**config.mk**
```make
export PLATFORM = sky130hd
export DESIGN_NAME = uart_host_ctrl
export DESIGN_NICKNAME = d
export VERILOG_FILES = /design/src/rtl/uart_hc_pkg.sv /design/src/rtl/uart_hc_cmd_dec.sv /design/src/rtl/uart_hc_mode_regs.sv /design/src/rtl/uart_hc_tx_hold.sv /design/src/rtl/uart_hc_rx_ctrl.sv /design/src/rtl/uart_host_ctrl.sv
export SDC_FILE = /design/constraint.sdc
export NUM_CORES = 1
export LEC_CHECK = 0
export BUFFER_PORTS_ARGS = -buffer_cell sky130_fd_sc_hd__buf_2
export CAP_MARGIN = 15
export CORE_MARGIN = 2
export CORE_UTILIZATION = 45
export DETAILED_ROUTE_END_ITERATION = 10
export GPL_TIMING_DRIVEN = 0
export PLACE_DENSITY_LB_ADDON = 0.15
export REMOVE_ABC_BUFFERS = 1
export SETUP_SLACK_MARGIN = 0.3
export SYNTH_ARGS = -nofsm -noshare
export SYNTH_HDL_FRONTEND = slang
export SYNTH_SLANG_ARGS = --single-unit
```
**constraint.sdc**
```tcl
create_clock -name clk_i -period 5.03 [get_ports clk_i]
set_input_delay 1.006 -clock clk_i [delete_from_list [all_inputs] [get_ports clk_i]]
set_output_delay 1.006 -clock clk_i [all_outputs]
set_load 0.005 [all_outputs]
```
**src/rtl/uart_hc_pkg.sv**
```systemverilog
package uart_hc_pkg;
  localparam int DATA_W = 8;
  localparam int ADDR_W = 6;
  localparam int ERR_W  = 4;

  localparam int OFS_MODE = 'h00;
  localparam int OFS_STAT = 'h04;
  localparam int OFS_CMD  = 'h08;
  localparam int OFS_DATA = 'h0C;
  localparam int OFS_INT  = 'h14;

  // status bit positions
  localparam int ST_RX_RDY  = 0;
  localparam int ST_RX_FULL = 1;
  localparam int ST_TX_RDY  = 2;
  localparam int ST_TX_EMP  = 3;
  localparam int ST_ERR_LO  = 4;

  // interrupt bit positions
  localparam int IS_TX   = 0;
  localparam int IS_RX   = 1;
  localparam int IS_DBRK = 2;
  localparam int IS_COS  = 7;

  localparam int RX_SEL_BIT = 6;

  typedef enum logic [2:0] {
    MISC_NOP, MISC_PTR_RST, MISC_RX_RST, MISC_TX_RST,
    MISC_ERR_RST, MISC_DBRK_CLR, MISC_BRK_ON, MISC_BRK_OFF
  } misc_cmd_e;

  typedef enum logic [1:0] {EN_NOP, EN_ON, EN_OFF, EN_RSVD} en_cmd_e;

  typedef struct packed {
    logic ptr_rst;
    logic rx_rst;
    logic tx_rst;
    logic err_rst;
    logic dbrk_clr;
    logic tx_on;
    logic tx_off;
    logic rx_on;
    logic rx_off;
    logic bad;
  } cmd_t;
endpackage

```
**src/rtl/uart_hc_cmd_dec.sv**
```systemverilog
module uart_hc_cmd_dec
  import uart_hc_pkg::*;
(
  input  logic       cmd_we_i,
  input  logic [6:0] cmd_i,
  output cmd_t       cmd_o
);
  misc_cmd_e misc;
  en_cmd_e   tx_f, rx_f;

  assign misc = misc_cmd_e'(cmd_i[6:4]);
  assign tx_f = en_cmd_e'(cmd_i[3:2]);
  assign rx_f = en_cmd_e'(cmd_i[1:0]);

  always_comb begin
    cmd_o = '0;
    if (cmd_we_i) begin
      unique case (misc)
        MISC_PTR_RST:  cmd_o.ptr_rst  = 1'b1;
        MISC_RX_RST:   cmd_o.rx_rst   = 1'b1;
        MISC_TX_RST:   cmd_o.tx_rst   = 1'b1;
        MISC_ERR_RST:  cmd_o.err_rst  = 1'b1;
        MISC_DBRK_CLR: cmd_o.dbrk_clr = 1'b1;
        default: ;  // nop and break line codes: no action
      endcase
      cmd_o.tx_on  = (tx_f == EN_ON);
      cmd_o.tx_off = (tx_f == EN_OFF);
      cmd_o.rx_on  = (rx_f == EN_ON);
      cmd_o.rx_off = (rx_f == EN_OFF);
      cmd_o.bad    = (tx_f == EN_RSVD) || (rx_f == EN_RSVD);
    end
  end
endmodule

```
**src/rtl/uart_hc_mode_regs.sv**
```systemverilog
module uart_hc_mode_regs
  import uart_hc_pkg::*;
#(
  parameter int N_MR = 2,
  localparam int PTR_W = (N_MR > 1) ? $clog2(N_MR) : 1
) (
  input  logic              clk_i,
  input  logic              rst_ni,
  input  logic              acc_i,
  input  logic              we_i,
  input  logic [DATA_W-1:0] wdata_i,
  input  logic              ptr_rst_i,
  output logic [DATA_W-1:0] rdata_o,
  output logic              rx_sel_o
);
  localparam logic [PTR_W-1:0] PTR_LAST = PTR_W'(N_MR - 1);

  logic [PTR_W-1:0]  ptr_q;
  logic [DATA_W-1:0] mr_q [N_MR];

  always_ff @(posedge clk_i or negedge rst_ni) begin
    if (!rst_ni)                    ptr_q <= '0;
    else if (ptr_rst_i)             ptr_q <= '0;
    else if (acc_i && ptr_q != PTR_LAST) ptr_q <= ptr_q + 1'b1;
  end

  for (genvar g = 0; g < N_MR; g++) begin : g_mr
    always_ff @(posedge clk_i or negedge rst_ni) begin
      if (!rst_ni)                               mr_q[g] <= '0;
      else if (we_i && ptr_q == PTR_W'(g))       mr_q[g] <= wdata_i;
    end
  end

  assign rdata_o  = mr_q[ptr_q];
  assign rx_sel_o = mr_q[0][RX_SEL_BIT];

  assert_ptr_back_R2: assert property (@(posedge clk_i) disable iff (!rst_ni)
    (ptr_q < $past(ptr_q)) |-> $past(ptr_rst_i));
  assert_ptr_range_R2: assert property (@(posedge clk_i) disable iff (!rst_ni)
    ptr_q <= PTR_LAST);
endmodule

```
**src/rtl/uart_hc_tx_hold.sv**
```systemverilog
module uart_hc_tx_hold
  import uart_hc_pkg::*;
(
  input  logic              clk_i,
  input  logic              rst_ni,
  input  logic              tb_we_i,
  input  logic [DATA_W-1:0] tb_data_i,
  input  logic              tx_on_i,
  input  logic              tx_off_i,
  input  logic              tx_rst_i,
  output logic              tx_empty_o,
  output logic              tx_rdy_o,
  output logic [DATA_W-1:0] tx_byte_o,
  output logic              tx_strobe_o
);
  logic en_q, en_d, empty_q, empty_d, rdy_q, rdy_d, strobe_q, fire;
  logic [DATA_W-1:0] buf_q, buf_d, byte_q;

  assign fire = en_q && !empty_q && !tb_we_i;

  always_comb begin
    en_d = en_q; empty_d = empty_q; rdy_d = rdy_q; buf_d = buf_q;
    if (tb_we_i) begin
      buf_d = tb_data_i; empty_d = 1'b0; rdy_d = 1'b0;
    end
    if (fire) begin
      empty_d = 1'b1; rdy_d = 1'b1;
    end
    if (tx_rst_i) begin
      en_d = 1'b0; empty_d = 1'b1; rdy_d = 1'b0;
    end
    // enable field applies after the reset field
    if (tx_on_i) begin
      en_d = 1'b1; rdy_d = empty_d;
    end
    if (tx_off_i) begin
      en_d = 1'b0; rdy_d = 1'b0;
    end
  end

  always_ff @(posedge clk_i or negedge rst_ni) begin
    if (!rst_ni) begin
      en_q <= 1'b0; empty_q <= 1'b1; rdy_q <= 1'b0;
      buf_q <= '0; byte_q <= '0; strobe_q <= 1'b0;
    end else begin
      en_q <= en_d; empty_q <= empty_d; rdy_q <= rdy_d; buf_q <= buf_d;
      strobe_q <= fire;
      if (fire) byte_q <= buf_q;
    end
  end

  assign tx_empty_o  = empty_q;
  assign tx_rdy_o    = rdy_q;
  assign tx_byte_o   = byte_q;
  assign tx_strobe_o = strobe_q;

  assert_strobe_empty_R3: assert property (@(posedge clk_i) disable iff (!rst_ni)
    tx_strobe_o |-> tx_empty_o);
  assert_strobe_enabled_R4: assert property (@(posedge clk_i) disable iff (!rst_ni)
    tx_strobe_o |-> $past(en_q));
  assert_rdy_needs_en_R5: assert property (@(posedge clk_i) disable iff (!rst_ni)
    tx_rdy_o |-> en_q);
endmodule

```
**src/rtl/uart_hc_rx_ctrl.sv**
```systemverilog
module uart_hc_rx_ctrl
  import uart_hc_pkg::*;
(
  input  logic             clk_i,
  input  logic             rst_ni,
  input  logic             rx_on_i,
  input  logic             rx_off_i,
  input  logic             rx_rst_i,
  input  logic             err_rst_i,
  input  logic             dbrk_clr_i,
  input  logic             break_evt_i,
  input  logic [ERR_W-1:0] rx_err_i,
  output logic             rx_en_o,
  output logic [ERR_W-1:0] err_o,
  output logic             dbrk_o
);
  logic             en_q, dbrk_q;
  logic [ERR_W-1:0] err_q;

  always_ff @(posedge clk_i or negedge rst_ni) begin
    if (!rst_ni) en_q <= 1'b0;
    else if (rx_on_i) en_q <= 1'b1;
    else if (rx_off_i || rx_rst_i) en_q <= 1'b0;
  end

  for (genvar g = 0; g < ERR_W; g++) begin : g_err
    always_ff @(posedge clk_i or negedge rst_ni) begin
      if (!rst_ni)          err_q[g] <= 1'b0;
      else if (rx_err_i[g]) err_q[g] <= 1'b1;
      else if (err_rst_i)   err_q[g] <= 1'b0;
    end
    assert_err_sticky_R8: assert property (@(posedge clk_i) disable iff (!rst_ni)
      $fell(err_q[g]) |-> $past(err_rst_i));
  end

  always_ff @(posedge clk_i or negedge rst_ni) begin
    if (!rst_ni)          dbrk_q <= 1'b0;
    else if (break_evt_i) dbrk_q <= 1'b1;
    else if (dbrk_clr_i)  dbrk_q <= 1'b0;
  end

  assign rx_en_o = en_q;
  assign err_o   = err_q;
  assign dbrk_o  = dbrk_q;

  assert_rx_en_rise_R6: assert property (@(posedge clk_i) disable iff (!rst_ni)
    $rose(rx_en_o) |-> $past(rx_on_i));
  assert_dbrk_fall_R9: assert property (@(posedge clk_i) disable iff (!rst_ni)
    $fell(dbrk_o) |-> $past(dbrk_clr_i));
endmodule

```
**src/rtl/uart_host_ctrl.sv**
```systemverilog
module uart_host_ctrl
  import uart_hc_pkg::*;
#(
  parameter int N_MR = 2
) (
  input  logic              clk_i,
  input  logic              rst_ni,
  input  logic              wr_en_i,
  input  logic              rd_en_i,
  input  logic [ADDR_W-1:0] addr_i,
  input  logic [DATA_W-1:0] wdata_i,
  output logic [DATA_W-1:0] rdata_o,
  input  logic              rx_ready_i,
  input  logic              rx_full_i,
  input  logic [DATA_W-1:0] rx_data_i,
  input  logic [ERR_W-1:0]  rx_err_i,
  input  logic              break_evt_i,
  input  logic              cos_i,
  output logic              rx_pop_o,
  output logic              rx_flush_o,
  output logic              rx_en_o,
  output logic [DATA_W-1:0] tx_byte_o,
  output logic              tx_strobe_o,
  output logic              irq_o,
  output logic              cmd_err_o
);
  logic hit_mode, hit_stat, hit_cmd, hit_data, hit_int;
  assign hit_mode = addr_i == ADDR_W'(OFS_MODE);
  assign hit_stat = addr_i == ADDR_W'(OFS_STAT);
  assign hit_cmd  = addr_i == ADDR_W'(OFS_CMD);
  assign hit_data = addr_i == ADDR_W'(OFS_DATA);
  assign hit_int  = addr_i == ADDR_W'(OFS_INT);

  cmd_t cmd;
  logic [DATA_W-1:0] mr_rdata, stat, isr, imr_q;
  logic rx_sel, tx_empty, tx_rdy, dbrk, cerr_q;
  logic [ERR_W-1:0] err;

  uart_hc_cmd_dec u_dec (
    .cmd_we_i (wr_en_i && hit_cmd),
    .cmd_i    (wdata_i[6:0]),
    .cmd_o    (cmd)
  );

  uart_hc_mode_regs #(.N_MR(N_MR)) u_mode (
    .clk_i, .rst_ni,
    .acc_i     ((wr_en_i || rd_en_i) && hit_mode),
    .we_i      (wr_en_i && hit_mode),
    .wdata_i,
    .ptr_rst_i (cmd.ptr_rst),
    .rdata_o   (mr_rdata),
    .rx_sel_o  (rx_sel)
  );

  uart_hc_tx_hold u_tx (
    .clk_i, .rst_ni,
    .tb_we_i     (wr_en_i && hit_data),
    .tb_data_i   (wdata_i),
    .tx_on_i     (cmd.tx_on),
    .tx_off_i    (cmd.tx_off),
    .tx_rst_i    (cmd.tx_rst),
    .tx_empty_o  (tx_empty),
    .tx_rdy_o    (tx_rdy),
    .tx_byte_o,
    .tx_strobe_o
  );

  uart_hc_rx_ctrl u_rx (
    .clk_i, .rst_ni,
    .rx_on_i     (cmd.rx_on),
    .rx_off_i    (cmd.rx_off),
    .rx_rst_i    (cmd.rx_rst),
    .err_rst_i   (cmd.err_rst),
    .dbrk_clr_i  (cmd.dbrk_clr),
    .break_evt_i,
    .rx_err_i,
    .rx_en_o,
    .err_o       (err),
    .dbrk_o      (dbrk)
  );

  always_ff @(posedge clk_i or negedge rst_ni) begin
    if (!rst_ni)                imr_q <= '0;
    else if (wr_en_i && hit_int) imr_q <= wdata_i;
  end

  always_ff @(posedge clk_i or negedge rst_ni) begin
    if (!rst_ni)          cerr_q <= 1'b0;
    else if (cmd.bad)     cerr_q <= 1'b1;
    else if (cmd.err_rst) cerr_q <= 1'b0;
  end

  always_comb begin
    stat = '0;
    stat[ST_RX_RDY]  = rx_ready_i;
    stat[ST_RX_FULL] = rx_full_i;
    stat[ST_TX_RDY]  = tx_rdy;
    stat[ST_TX_EMP]  = tx_empty;
    stat[ST_ERR_LO +: ERR_W] = err;
  end

  always_comb begin
    isr = '0;
    isr[IS_TX]   = tx_rdy;
    isr[IS_RX]   = rx_sel ? rx_full_i : rx_ready_i;
    isr[IS_DBRK] = dbrk;
    isr[IS_COS]  = cos_i;
  end

  always_comb begin
    rdata_o = '0;
    if (rd_en_i) begin
      if (hit_mode)      rdata_o = mr_rdata;
      else if (hit_stat) rdata_o = stat;
      else if (hit_data) rdata_o = rx_data_i;
      else if (hit_int)  rdata_o = isr;
    end
  end

  assign rx_pop_o   = rd_en_i && hit_data && rx_ready_i;
  assign rx_flush_o = cmd.rx_rst;
  assign irq_o      = |(isr & imr_q);
  assign cmd_err_o  = cerr_q;

  assert_no_irq_unmasked_R10: assert property (@(posedge clk_i) disable iff (!rst_ni)
    (imr_q == '0) |-> !irq_o);
  assert_cmd_err_rise_R5: assert property (@(posedge clk_i) disable iff (!rst_ni)
    $rose(cmd_err_o) |-> $past(wr_en_i && hit_cmd));
endmodule

```
* After elaboration in Yosys (flattened, before gate mapping)
Index checks and enable logic that the tools add are counted.
Word-level totals: word-level logic and storage cells 104, register bits 52
Operators by class: add/subtract/negate cells 1, magnitude comparators 1, equal/unequal tests 15, bitwise gates (word level) 3, muxes and demuxes 38, reductions and logical operators 29
Operators by type and width (count):
- 2-to-1 mux 8 bit | 8
- 2-to-1 mux 1 bit | 29
- nonzero test 2 bit | 8
- == test 6 x 4 -> 1 bit (second input constant) | 2
- logical AND 1 bit | 12
- 2-to-1 mux 10 bit | 1
- AND 8 bit | 1
- == test 2 bit (second input constant) | 4
- OR reduction 8 bit | 1
- == test 3 x 2 -> 1 bit (second input constant) | 2
- == test 3 bit (second input constant) | 2
- == test 6 x 3 -> 1 bit (second input constant) | 1
- == test 6 x 5 -> 1 bit (second input constant) | 1
- zero test 6 bit | 1
- nonzero test 5 bit | 1
- == test 2 x 1 -> 1 bit (second input constant) | 2
- == test 3 x 1 -> 1 bit (second input constant) | 1
- logical OR 1 bit | 3
- nonzero test 3 bit | 1
- >= comparator 2 bit (second input constant) | 1
- zero test 1 bit | 2
- NOT 1 -> 2 bit | 1
- adder 1 bit (second input constant) | 1
- NOT 1 bit | 1

* Depth between registers and ports, before layout
depth in word-level cells 8, depth in mapped cells 4

* By module
Synthesis repeated with hierarchy kept, for this count alone.
Unflattened totals: cell total of the unflattened synthesis 207, area, all modules 2427.3 µm²
By module, submodules not included:
- uart_hc_tx_hold | instances 1, seq. area each 501.7 µm², area each 808.3 µm², cells an instance 51
- uart_hc_mode_regs | instances 1, seq. area each 425.4 µm², area each 728.2 µm², cells an instance 47
- uart_host_ctrl | instances 1, seq. area each 125.1 µm², area each 576.8 µm², cells an instance 80
- uart_hc_rx_ctrl | instances 1, seq. area each 150.1 µm², area each 206.4 µm², cells an instance 15
- uart_hc_cmd_dec | instances 1, seq. area each 0.0 µm², area each 107.6 µm², cells an instance 14

* Least setup slack after synthesis
OpenSTA, ideal clock, no wires.
path type input -> output, start input port addr_i[1], end output port rdata_o[1], setup slack 1.787 ns, cell stages on the path 4, data arrival time 2.237 ns, data required time 4.024 ns, buffers on the path 1, cells stage by stage or4_4 -> buf_6 -> a221o_1 -> a221oi_2
Between the ends: word-level cells in the longest chain between the ends 6
Ends and longest elaborated chain:
- start: declaration | line uart_host_ctrl.sv:10 | input logic [ADDR_W-1:0] addr_i,
- == test 6 x 5 -> 1 bit | line uart_host_ctrl.sv:32 | assign hit_int = addr_i == ADDR_W'(OFS_INT);
- 2-to-1 mux 8 bit | line uart_host_ctrl.sv:116 | else if (hit_int) rdata_o = isr;
- 2-to-1 mux 8 bit | line uart_host_ctrl.sv:115 | else if (hit_data) rdata_o = rx_data_i;
- 2-to-1 mux 8 bit | line uart_host_ctrl.sv:114 | else if (hit_stat) rdata_o = stat;
- 2-to-1 mux 8 bit * | line uart_host_ctrl.sv:113 | if (hit_mode) rdata_o = mr_rdata;
- 2-to-1 mux 8 bit * | line uart_host_ctrl.sv:112 | if (rd_en_i) begin
- end: declaration | line uart_host_ctrl.sv:12 | output logic [DATA_W-1:0] rdata_o,
Every way passes the cells marked *; elsewhere a longest branch is shown, timed or not.

* Worst setup path after layout
start input port addr_i[1], end output port rdata_o[0]
The elaborated chain is that of the path after synthesis.

==> results.sh <==
export IMPL_hold_depth=1
export IMPL_core_sq_um=5140
export IMPL_tightest_slew_ns=0.9230
export IMPL_drive_gt1_share_pct=46.03
export IMPL_yosys_area_top_type="dfrtp_1"
export IMPL_min_to="u_rx.err_o[0]$_DFFE_PN0P_"
export IMPL_critPathMaxFanout=5
export IMPL_hpwl_um=3852
export IMPL_cpPeakStageDelay_ns=0.81
export IMPL_rsz0062_at_grt="no"
export IMPL_synth_ff_latch_count=48
export IMPL_cp_data_arrival_time_ns=2.59
export IMPL_grtUsageTotal_pct=18.87
export IMPL_syn_cell_area_sq_um=2424
export IMPL_holdCritPathClass="reg -> reg"
export IMPL_die_w_um=77.39
export IMPL_synthTopCellsByArea="dfrtp_1 (49%), mux2_2 (17%), mux2i_1 (3.3%), a221oi_2 (2.5%), nand2_1 (2.2%)"
export IMPL_drtIter0Drc=73
export IMPL_required_ns=4.02
export IMPL_finalNonFillerCells=322
export IMPL_fin_area_sq_um=2868
export IMPL_ys_dominant_reg_cell="dfrtp_1"
export IMPL_num_vias=1787
export IMPL_place_area_sq_um=2748
export IMPL_hold_buffers=0
export IMPL_slowest_stage="nor4b_1"
export IMPL_path_clk_slew_ns=0.08
export IMPL_min_period_ns=3.595
export IMPL_cts_sinks=48
export IMPL_synth_async_reset_ratio_pct=100.0
export IMPL_multi_input_area_sq_um=1141
export IMPL_clockBufferDepth=2
export IMPL_cpLargestDelayFamily="simple AND/OR/NAND/NOR gates"
export IMPL_finalHoldViolCount=0
export IMPL_relSlewSlack_pct=37.60
export IMPL_nNetsFinal=285
export IMPL_grt_ovfl_total=0
export IMPL_syn_inst=196
export IMPL_area_growth_pct=18.33
export IMPL_crit_chain="buf_2 -> nor4b_1 -> nand3_1 -> a221oi_2 -> buf_2"
export IMPL_drc_errors=0
export IMPL_critPathMostFrequentCell="buf_2"
export IMPL_cts_tree="done"
export IMPL_crit_reg2reg_capture="u_mode.mr_q[12]$_DFFE_PN0P_"
export IMPL_power_uw=813.7
export IMPL_end_kind="primary output"
export IMPL_fp_dieArea_sq_um=5988
export IMPL_root_buffer="clkbuf_8"
export IMPL_ant_nets=0
export IMPL_maxCapViolations=0
export IMPL_cts_max_level=2
export IMPL_grt_pass1_vias=1665
export IMPL_totalWireLength_um=5418
export IMPL_post_cts_resize_count=0
export IMPL_setup_tns_ns=0
export IMPL_fillCellCount=488
export IMPL_peakVddDrop_uv=143.4
export IMPL_path_class="in -> out"
export IMPL_num_rows=26
export IMPL_max_freq_mhz=278.2
export IMPL_n_antenna_cell=0
export IMPL_wire_per_inst_um=16.83
export IMPL_ys_types=47
export IMPL_cts_made_buffers=5
export IMPL_final_max_slew_viol_count=0
export IMPL_seq_area_sq_um=1202
export IMPL_cts_setup_buffers=0
export IMPL_antenna_found_initial=0
export IMPL_pwr_density_cell_nw_per_um2=283.8
export IMPL_die_h_um=77.39
export IMPL_io_buffers=55
export IMPL_drt_pass1_iter_count=4
export IMPL_min_period_over_period_pct=71.46
export IMPL_fin_skew_ns=0.006597
export IMPL_reg2reg_from="u_mode.ptr_q$_DFFE_PN0P_"
export IMPL_power_leakage_uw=0.001424
export IMPL_rrSetupSlack_ns=3.38
export IMPL_setup_viol=0
export IMPL_synth_avg_cell_area_sq_um=12.37
export IMPL_start_util_pct=47.15
export IMPL_grt_pass1_wl_um=8742
export IMPL_synth_seq_area_share_pct=49.61
export IMPL_critPathBufInv=2
export IMPL_ioPinCount=56
export IMPL_synth_edf_count=0
export IMPL_place_inst=313
export IMPL_clk_latency_ns=0.30
export IMPL_yosysWarnings=0
export IMPL_status="completed"
export IMPL_worstHoldStart="u_rx.err_o[0]$_DFFE_PN0P_"
export IMPL_viasPerCell=5.550
export IMPL_grt_max_degree=49
export IMPL_start_kind="input port"
export IMPL_synth_top_area_share_pct=48.53
export IMPL_gp_congestion=0.8708
export IMPL_fin_util_pct=55.79
export IMPL_ff2ff_path_depth=2
-- worst max path at each step --
stage	startpoint	endpoint	slack (ns)	depth (start not counted)
2_1_floorplan	addr_i[1]	rdata_o[0]	1.85	3
3_5_place_dp	addr_i[1]	rdata_o[0]	1.48	5
5_1_grt	addr_i[1]	rdata_o[0]	1.29	5
6_report	addr_i[1]	rdata_o[0]	1.44	5
3_3_place_gp	addr_i[1]	rdata_o[0]	1.43	5
4_1_cts	addr_i[1]	rdata_o[0]	1.48	5
-- layout by cell type (no fill, tap or decap), types with 2 or more instances in the layout --
cell,n
a221oi_1,4
nor2_1,7
clkbuf_8,7
mux2_2,37
a31oi_1,2
buf_2,55
a221o_1,4
nand2_1,14
nand4_1,2
o22ai_1,2
a21o_1,5
o21bai_1,4
nand3_1,6
nor2b_1,3
a221oi_2,4
mux2i_1,8
inv_1,11
dfrtp_1,47
nand3b_1,2
-- routing by layer --
metal,part of all wire (%),track usage (%),wire [um],vias to the layer above
met1,47,28.48,2547,868
met3,7.1,4.651,384,9
met2,44,26.52,2393,76
met4,1.7,6.250,91,0
met5,0,0,0,-
li1,-,-,-,834
-- cells by family after synthesis --
kind of cell              count (synthesis)  synth area share (%)
xor gates and xnor gates                  1                0.3614
AOI/OAI and AO/OA                        37                 13.79
DFF                                      48                 49.61
buffers and inverters                    19                 3.304
and+or+nand+nor                          46                 12.44
muxes                                    45                 20.50
-- synth_stat cells, types with 4 or more instances --
master    number
inv_1         11
a21o_1         5
nand2_1       14
o21bai_1       4
mux2_2        37
clkbuf_1       4
a221oi_2       4
mux2i_1        8
a221oi_1       4
nor2_1         7
nand3_1        6
dfrtp_1       47
a221o_1        4
-- final cells by class --
class,count,share of cell area [%]
sequential,48,41.93
multi-input combinational,129,39.79
inverter,11,1.440
tap,70,3.054
timing repair buffer,56,10.30
clock buffer,8,3.490
-- state kept, by name, summed over array words and instances (netlist names), 4 cells and up --
signal / cells
u_mode.mr_q: 15
u_tx.buf_q: 8
u_tx.tx_byte_o: 8
imr_q: 4
u_rx.err_o: 4
-- through the flow --
stage               hold WS [ns]  setup WS (ns)
floorplan                 0.4491          1.848
global placement          0.4608          1.432
detailed placement        0.4686          1.481
CTS                       0.4877          1.475
global route              0.4986          1.288
finish                    0.4837          1.436
-- report_power, final --
part	switching [uW]	total, uW	internal (uW)
Clock	123	249	126
Combinational	56.5	118	61.8
Sequential	27.3	447	419
(Power assumes the default switching activity.)
